`src/rtl/psm_pkg.sv`:
```
package psm_pkg;
  typedef enum logic [1:0] {
    PM_D0 = 2'b00,
    PM_D1 = 2'b01,
    PM_D2 = 2'b10
  } pm_mode_e;

  localparam int CSR_W     = 10;
  localparam int MODE_LSB  = 0;
  localparam int READY_BIT = 2;
  localparam int SRC_LSB   = 3;
  localparam int WOL_BIT   = 5;
  localparam int ED_BIT    = 6;
  localparam int PME_BIT   = 7;
  localparam int IRQ_BIT   = 8;
  localparam int INT_BIT   = 9;

  localparam logic [1:0] SRC_NONE = 2'b00;
  localparam logic [1:0] SRC_ED   = 2'b01;
  localparam logic [1:0] SRC_WOL  = 2'b10;

  typedef struct packed {
    logic csrWr;
    logic inD1;
    logic inD2;
  } psm_strobe_t;
endpackage

```
`src/rtl/psm_ctrl.sv`:
```
module psm_ctrl
  import psm_pkg::*;
#(
  parameter int ADDR_W    = 2,
  parameter int CSR_ADDR  = 0,
  parameter int WAKE_ADDR = 1,
  parameter int READY_DLY = 8
) (
  input  logic              clk,
  input  logic              rst_n,
  input  logic              hostWrEn,
  input  logic [ADDR_W-1:0] hostAddr,
  input  logic [1:0]        modeReq,
  input  logic              phyEdMode,
  output psm_strobe_t       strobe,
  output pm_mode_e          mode,
  output logic              ready,
  output logic              clkEnPhy,
  output logic              clkEnMacWake,
  output logic              clkEnMacMain,
  output logic              clkEnBus
);
  localparam int CNT_W = $clog2(READY_DLY + 1);

  logic [CNT_W-1:0] cnt;
  logic wakeWr, csrWrAcc;

  assign wakeWr   = hostWrEn && (hostAddr == ADDR_W'(WAKE_ADDR));
  assign csrWrAcc = hostWrEn && (hostAddr == ADDR_W'(CSR_ADDR)) && ready;

  always_ff @(posedge clk) begin
    if (!rst_n) begin
      mode  <= PM_D0;
      ready <= 1'b1;
      cnt   <= '0;
    end else if (wakeWr && mode != PM_D0) begin
      mode  <= PM_D0;
      ready <= 1'b0;
      cnt   <= CNT_W'(READY_DLY);
    end else if (csrWrAcc) begin
      if (modeReq == PM_D1) begin
        mode  <= PM_D1;
        ready <= 1'b0;
      end else if (modeReq == PM_D2 && phyEdMode) begin
        mode  <= PM_D2;
        ready <= 1'b0;
      end
    end else if (cnt != '0) begin
      cnt <= cnt - CNT_W'(1);
      if (cnt == CNT_W'(1)) ready <= 1'b1;
    end
  end

  assign strobe.csrWr = csrWrAcc;
  assign strobe.inD1  = (mode == PM_D1);
  assign strobe.inD2  = (mode == PM_D2);

  assign clkEnPhy     = (mode != PM_D2);
  assign clkEnMacWake = (mode != PM_D2);
  assign clkEnMacMain = (mode == PM_D0);
  assign clkEnBus     = (mode == PM_D0);


  a_r2_ready_low_in_sleep: assert property (@(posedge clk) disable iff (!rst_n)
    (mode != PM_D0) |-> !ready);

  a_r7_wake_to_d0: assert property (@(posedge clk) disable iff (!rst_n)
    (hostWrEn && hostAddr == ADDR_W'(WAKE_ADDR) && mode != PM_D0) |=> (mode == PM_D0));

  a_r8_d2_needs_ed: assert property (@(posedge clk) disable iff (!rst_n)
    (mode == PM_D2 && $past(mode) != PM_D2) |-> $past(phyEdMode));

  a_r10_ready_only_in_d0: assert property (@(posedge clk) disable iff (!rst_n)
    $rose(ready) |-> (mode == PM_D0 && $past(mode) == PM_D0));
endmodule

```
`src/rtl/psm_datapath.sv`:
```
module psm_datapath
  import psm_pkg::*;
(
  input  logic             clk,
  input  logic             rst_n,
  input  psm_strobe_t      strobe,
  input  logic [CSR_W-1:0] wrData,
  input  pm_mode_e         mode,
  input  logic             ready,
  input  logic             wakeFrameDet,
  input  logic             magicPktDet,
  input  logic             carrierDet,
  output logic [CSR_W-1:0] csrVal,
  output logic             pmeOut,
  output logic             intStatus,
  output logic             hostIrq
);
  logic [1:0] wakeSrc;
  logic wolEn, edEn, pmeEn, irqEn;
  logic detD1, detD2;

  assign detD1 = strobe.inD1 && (wakeFrameDet || magicPktDet);
  assign detD2 = strobe.inD2 && carrierDet;

  always_ff @(posedge clk) begin
    if (!rst_n) begin
      wakeSrc   <= SRC_NONE;
      intStatus <= 1'b0;
      wolEn     <= 1'b0;
      edEn      <= 1'b0;
      pmeEn     <= 1'b0;
      irqEn     <= 1'b0;
    end else begin
      if (strobe.csrWr) begin
        wolEn <= wrData[WOL_BIT];
        edEn  <= wrData[ED_BIT];
        pmeEn <= wrData[PME_BIT];
        irqEn <= wrData[IRQ_BIT];
        if (wrData[SRC_LSB+:2] == SRC_NONE) wakeSrc <= SRC_NONE;
        if (wrData[INT_BIT]) intStatus <= 1'b0;
      end
      if (detD1) begin
        wakeSrc   <= SRC_WOL;
        intStatus <= 1'b1;
      end else if (detD2) begin
        wakeSrc   <= SRC_ED;
        intStatus <= 1'b1;
      end
    end
  end

  assign pmeOut  = pmeEn && ((wakeSrc == SRC_WOL && wolEn) || (wakeSrc == SRC_ED && edEn));
  assign hostIrq = intStatus && irqEn;

  always_comb begin
    csrVal = '0;
    csrVal[MODE_LSB+:2] = mode;
    csrVal[READY_BIT]   = ready;
    csrVal[SRC_LSB+:2]  = wakeSrc;
    csrVal[WOL_BIT]     = wolEn;
    csrVal[ED_BIT]      = edEn;
    csrVal[PME_BIT]     = pmeEn;
    csrVal[IRQ_BIT]     = irqEn;
    csrVal[INT_BIT]     = intStatus;
  end


  a_r3_d1_source: assert property (@(posedge clk) disable iff (!rst_n)
    (mode == PM_D1 && (wakeFrameDet || magicPktDet)) |=> (wakeSrc == SRC_WOL));

  a_r5_d2_source: assert property (@(posedge clk) disable iff (!rst_n)
    (mode == PM_D2 && carrierDet) |=> (wakeSrc == SRC_ED));

  a_r6_flag_on_event: assert property (@(posedge clk) disable iff (!rst_n)
    ((mode == PM_D1 && (wakeFrameDet || magicPktDet)) || (mode == PM_D2 && carrierDet))
    |=> intStatus);

  a_r9_locked_while_not_ready: assert property (@(posedge clk) disable iff (!rst_n)
    !ready |=> $stable({wolEn, edEn, pmeEn, irqEn}));
endmodule

```
`src/rtl/pwr_state_mgr.sv`:
```
module pwr_state_mgr
  import psm_pkg::*;
#(
  parameter int ADDR_W    = 2,
  parameter int CSR_ADDR  = 0,
  parameter int WAKE_ADDR = 1,
  parameter int READY_DLY = 8
) (
  input  logic              clk,
  input  logic              rst_n,
  input  logic              hostWrEn,
  input  logic [ADDR_W-1:0] hostAddr,
  input  logic [CSR_W-1:0]  hostWrData,
  output logic [CSR_W-1:0]  hostRdData,
  input  logic              wakeFrameDet,
  input  logic              magicPktDet,
  input  logic              carrierDet,
  input  logic              phyEdMode,
  output logic              pmeOut,
  output logic              intStatus,
  output logic              hostIrq,
  output logic              clkEnPhy,
  output logic              clkEnMacWake,
  output logic              clkEnMacMain,
  output logic              clkEnBus
);
  psm_strobe_t      strobe;
  pm_mode_e         mode;
  logic             ready;
  logic [CSR_W-1:0] csrVal;

  psm_ctrl #(
    .ADDR_W(ADDR_W), .CSR_ADDR(CSR_ADDR), .WAKE_ADDR(WAKE_ADDR), .READY_DLY(READY_DLY)
  ) u_ctrl (
    .clk(clk), .rst_n(rst_n), .hostWrEn(hostWrEn), .hostAddr(hostAddr),
    .modeReq(hostWrData[MODE_LSB+:2]), .phyEdMode(phyEdMode),
    .strobe(strobe), .mode(mode), .ready(ready),
    .clkEnPhy(clkEnPhy), .clkEnMacWake(clkEnMacWake),
    .clkEnMacMain(clkEnMacMain), .clkEnBus(clkEnBus)
  );

  psm_datapath u_dp (
    .clk(clk), .rst_n(rst_n), .strobe(strobe), .wrData(hostWrData),
    .mode(mode), .ready(ready), .wakeFrameDet(wakeFrameDet),
    .magicPktDet(magicPktDet), .carrierDet(carrierDet), .csrVal(csrVal),
    .pmeOut(pmeOut), .intStatus(intStatus), .hostIrq(hostIrq)
  );

  assign hostRdData = (hostAddr == ADDR_W'(CSR_ADDR)) ? csrVal : '0;
endmodule

```
`config.mk`:
```
export PLATFORM = sky130hd
export DESIGN_NAME = pwr_state_mgr
export DESIGN_NICKNAME = d
export VERILOG_FILES = /design/src/rtl/psm_pkg.sv /design/src/rtl/psm_ctrl.sv /design/src/rtl/psm_datapath.sv /design/src/rtl/pwr_state_mgr.sv
export SDC_FILE = /design/constraint.sdc
export NUM_CORES = 1
export LEC_CHECK = 0
export ABC_AREA = 1
export BUFFER_PORTS_ARGS = -buffer_cell sky130_fd_sc_hd__buf_2
export CAP_MARGIN = 20
export CORE_ASPECT_RATIO = 1.5
export CORE_UTILIZATION = 45
export CTS_BUF_LIST = sky130_fd_sc_hd__clkbuf_2
export CTS_CLUSTER_SIZE = 20
export DETAILED_ROUTE_END_ITERATION = 16
export GPL_TIMING_DRIVEN = 0
export HOLD_SLACK_MARGIN = 0.12
export PLACE_DENSITY = 0.81
export SYNTH_ARGS = -nofsm -noshare
export SYNTH_HDL_FRONTEND = slang
export SYNTH_HIERARCHICAL = 1
export SYNTH_SLANG_ARGS = --single-unit
```
`constraint.sdc`:
```
create_clock -name clk -period 1.3 [get_ports clk]
set_input_delay 0.065 -clock clk [delete_from_list [all_inputs] [get_ports clk]]
set_output_delay 0.065 -clock clk [all_outputs]
set_load 0.02 [all_outputs]
```
==> impl_results.md <==
* Synth area leader: dfxtp_1
* Post-route cell area at 1310 µm²
* Number of max-cap violations at 0
* Status: complete, no violations
* Grt peak-use layer: met2
* Hold Path Class: input pin to flop
* Crit. path cell count at 5
* First-pass GRT wire length at 3280 µm
* GPL Wtd Cong at 0.751
* Grt met2 use at 38.5%
* Hold Path Origin: hostAddr[0]
* Max Slew Vio Count at 0
* Die Ht at 58.9 µm
* Crit-path max cell delay at 0.39 ns
* R2R Path Start: u_ctrl/cnt[0]
* H-tree depth at 1
* CP cell instances: inv_2, nor2_4, inv_1, buf_4, buf_2
* Hold Crit Depth at 3
* Data arrival, critical path at 1.16 ns
* Cell variety after synth at 23
* Hold endpoint: u_ctrl/cnt[3]
* WL final at 2140 µm
* Seq/Total Area, Yosys at 28.9%
* Clock Skews at 0.00365 ns
* RSZ-0062 raised after global routing: yes
* Slew headroom at 87.3%
* CTS tree: built
* DP Area at 1170 µm²
* Routed Antenna Nets at 0
* PwrDens at 1090 nW/µm²
* Setup TNS at 0 ns
* R2r setup slk at 0.11 ns
* Top cell type's share of synthesized area at 28.9%
* Fin worst setup slack at 0.0715 ns
* Post-route DRC at 0
* Largest net degree at the start of global routing at 12
* Number of I/O port buffers at 34
* Via count at 979
* Primary FF master, synth: dfxtp_1
* CTS root buf: clkbuf_2
* Antenna violations before repair at 0
* Number of synthesized flops with an enable pin at 0
* Final Critical Period at 1.23 ns
* Skew-Pair Late Insertion Delay at 0.26 ns
* Rows at 20
* #FFs+latches synth at 14
* Drt via density at 4.57
* Terminus of the critical flop-to-flop path: u_ctrl/ready
* Initial cell density of the core at 47.9%
* YS warnings at 6
* Met1 Use GR at 18.3%
* Max Clock Freq at 0.814 GHz
* Critical path type: flop to output port
* Register clock-pin slew on the reported worst setup and hold paths at 0.13 ns
* CTS Buf Count at 3
* Main area contributors after synthesis: dfxtp_1 29%, inv_1 11%, buf_4 8.5%, nand2_1 8.5%, nor2_1 8.5%
* Synth-to-Final Area Change at 35.3%
* Ys async rst share at 0%
* Setup WS pre-CTS at 0.0867 ns
* Vias in the first global route at 878
* Leading cell types in the layout, fill and taps excluded: 34 x buf_2, 27 x inv_1, 22 x nand2_1, 21 x nor2_1, 11 x buf_4
* CP max FO at 4
* Buf/Inv on CP at 4
* Die area at 2350 µm²
* Syn_nets at 165
* Clock Tree Buf Depth at 2
* Diodes inserted at 0
* Final period util at 94.5%
* Iter 0 DRT Violations at 29
* CP top delay family: buffers and inverters
* Syn Std Cell Area at 971 µm²
* Syn Inst Count at 143
* Fin util at 64.8%
* Met3 Track Usage GR at 3.40%
* Die W at 39.9 µm
* First-pass DRT Iterations at 5
* R2R depth at 9
* Final Hold Violating Endpoints at 0
* Actual slew at the worst max-slew pin at 0.190 ns
* Highest-delay cell along the critical path: dfxtp_4
* Nets at 215
* Commonest non-fill, non-tap cell in the layout: buf_2
* Clock Sinks at 14
* Final Setup Violations at 0
* Layout cells sized above 1 at 39.6%
* Placeable Area at 2030 µm²
* Crit start category: flop
* Total global-route track usage at 19.9%
* Avg WL per Cell at 10.0 µm
* GR Overflow Total at 0
* Data required, critical path at 1.24 ns
* Leakage at 0.726 nW
* Peak supply drop at 0.000715 V
* Worst Setup End Kind: output port
* Top Ports at 36
* DPL Wire Length at 1560 µm
* Syn_area_per_cell at 6.79 µm²
[per-layer routing]
layer | vias up | wire length [µm]
li1 | 513 | -
met1 | 427 | 805
met2 | 29 | 1190
met3 | 10 | 81
met4 | 0 | 63
met5 | - | 0
[cell type report]
class | count | area (µm²)
multi-input cells | 86 | 490
clock inverters | 1 | 3.75
fillers | 189 | 713
clock buffers | 3 | 15.0
repair buffers | 45 | 278
plain buffers | 11 | 86.3
well taps | 22 | 27.5
inverters | 32 | 125
flip-flops and latches | 14 | 288
[worst max-delay path by stage]
stage | startpoint | end | slack, ns
detailed placement | u_ctrl/ready | u_dp/intStatus | 0.09
CTS | u_ctrl/mode[1] | clkEnPhy | 0.03
global route | u_ctrl/cnt[0] | u_ctrl/ready | -0.03
floorplan | u_ctrl/mode[0] | u_ctrl/mode[1] | 0.18
finish | u_ctrl/mode[1] | clkEnPhy | 0.07
global placement | u_ctrl/ready | u_dp/intStatus | 0.08
[power breakdown]
group | switching (mW) | leakage (nW) | total, mW | internal (mW)
sequential | 0.0611 | 0.116 | 0.563 | 0.502
clock | 0.129 | 0.0140 | 0.196 | 0.0669
combinational | 0.393 | 0.596 | 0.674 | 0.281
[sequential cells by signal, summed over array words and instances (netlist names)]
name	cells
u_ctrl/cnt	4
u_ctrl/mode	2
u_dp/wakeSrc	2
u_ctrl/ready	1
u_dp/edEn	1
u_dp/intStatus	1
u_dp/irqEn	1
u_dp/pmeEn	1
u_dp/wolEn	1
[Yosys cell counts, types with 3 or more instances]
| master | n |
|---|---|
| dfxtp_1 | 14 |
| ha_1 | 3 |
| nand2_4 | 5 |
| a21oi_1 | 7 |
| nand2_2 | 3 |
| nand3_1 | 7 |
| nand2_1 | 22 |
| nor2_2 | 3 |
| o21ai_0 | 4 |
| buf_4 | 11 |
| nor2_1 | 22 |
| inv_1 | 28 |
[worst register-to-register path, cell delays in order, from the launching register on]
cell	delay, ns
dfxtp_2	0.35
inv_1	0.11
ha_1	0.18
nand2_2	0.09
nand2_4	0.11
inv_4	0.05
nand3_1	0.06
nand2_1	0.05
nand2_1	0.05
nand2_1	0.04
[through the flow]
step | total power [mW] | hold slack [ns] | std cells
floorplan | 1.07 | 0.134 | 143
global placement | 1.17 | 0.289 | 199
detailed placement | 1.21 | 0.303 | 199
CTS | 1.43 | 0.144 | 213
global route | 1.56 | 0.131 | 214
finish | 1.43 | 0.149 | 214
[cells by family after synthesis]
family                   count (synthesis)  synth area share, %
flip-flops                              14                 28.9
AO/OA/AOI/OAI                           15                 9.15
XOR/XNOR                                 1                0.902
adder cells (fa/ha/maj)                  3                 3.87
buffers and inverters                   43                 21.4
AND/OR/NAND/NOR                         67                 35.8
[timing repair]
item                       in CTS  in global routing
hold endpoints to repair       11                  0
resized for setup               2                  7
hold buffers                   10                  0
setup buffers                   0                  1
setup endpoints to repair       1                  6
pin swaps                       0                  1
Power figures use the tool's default switching activity.
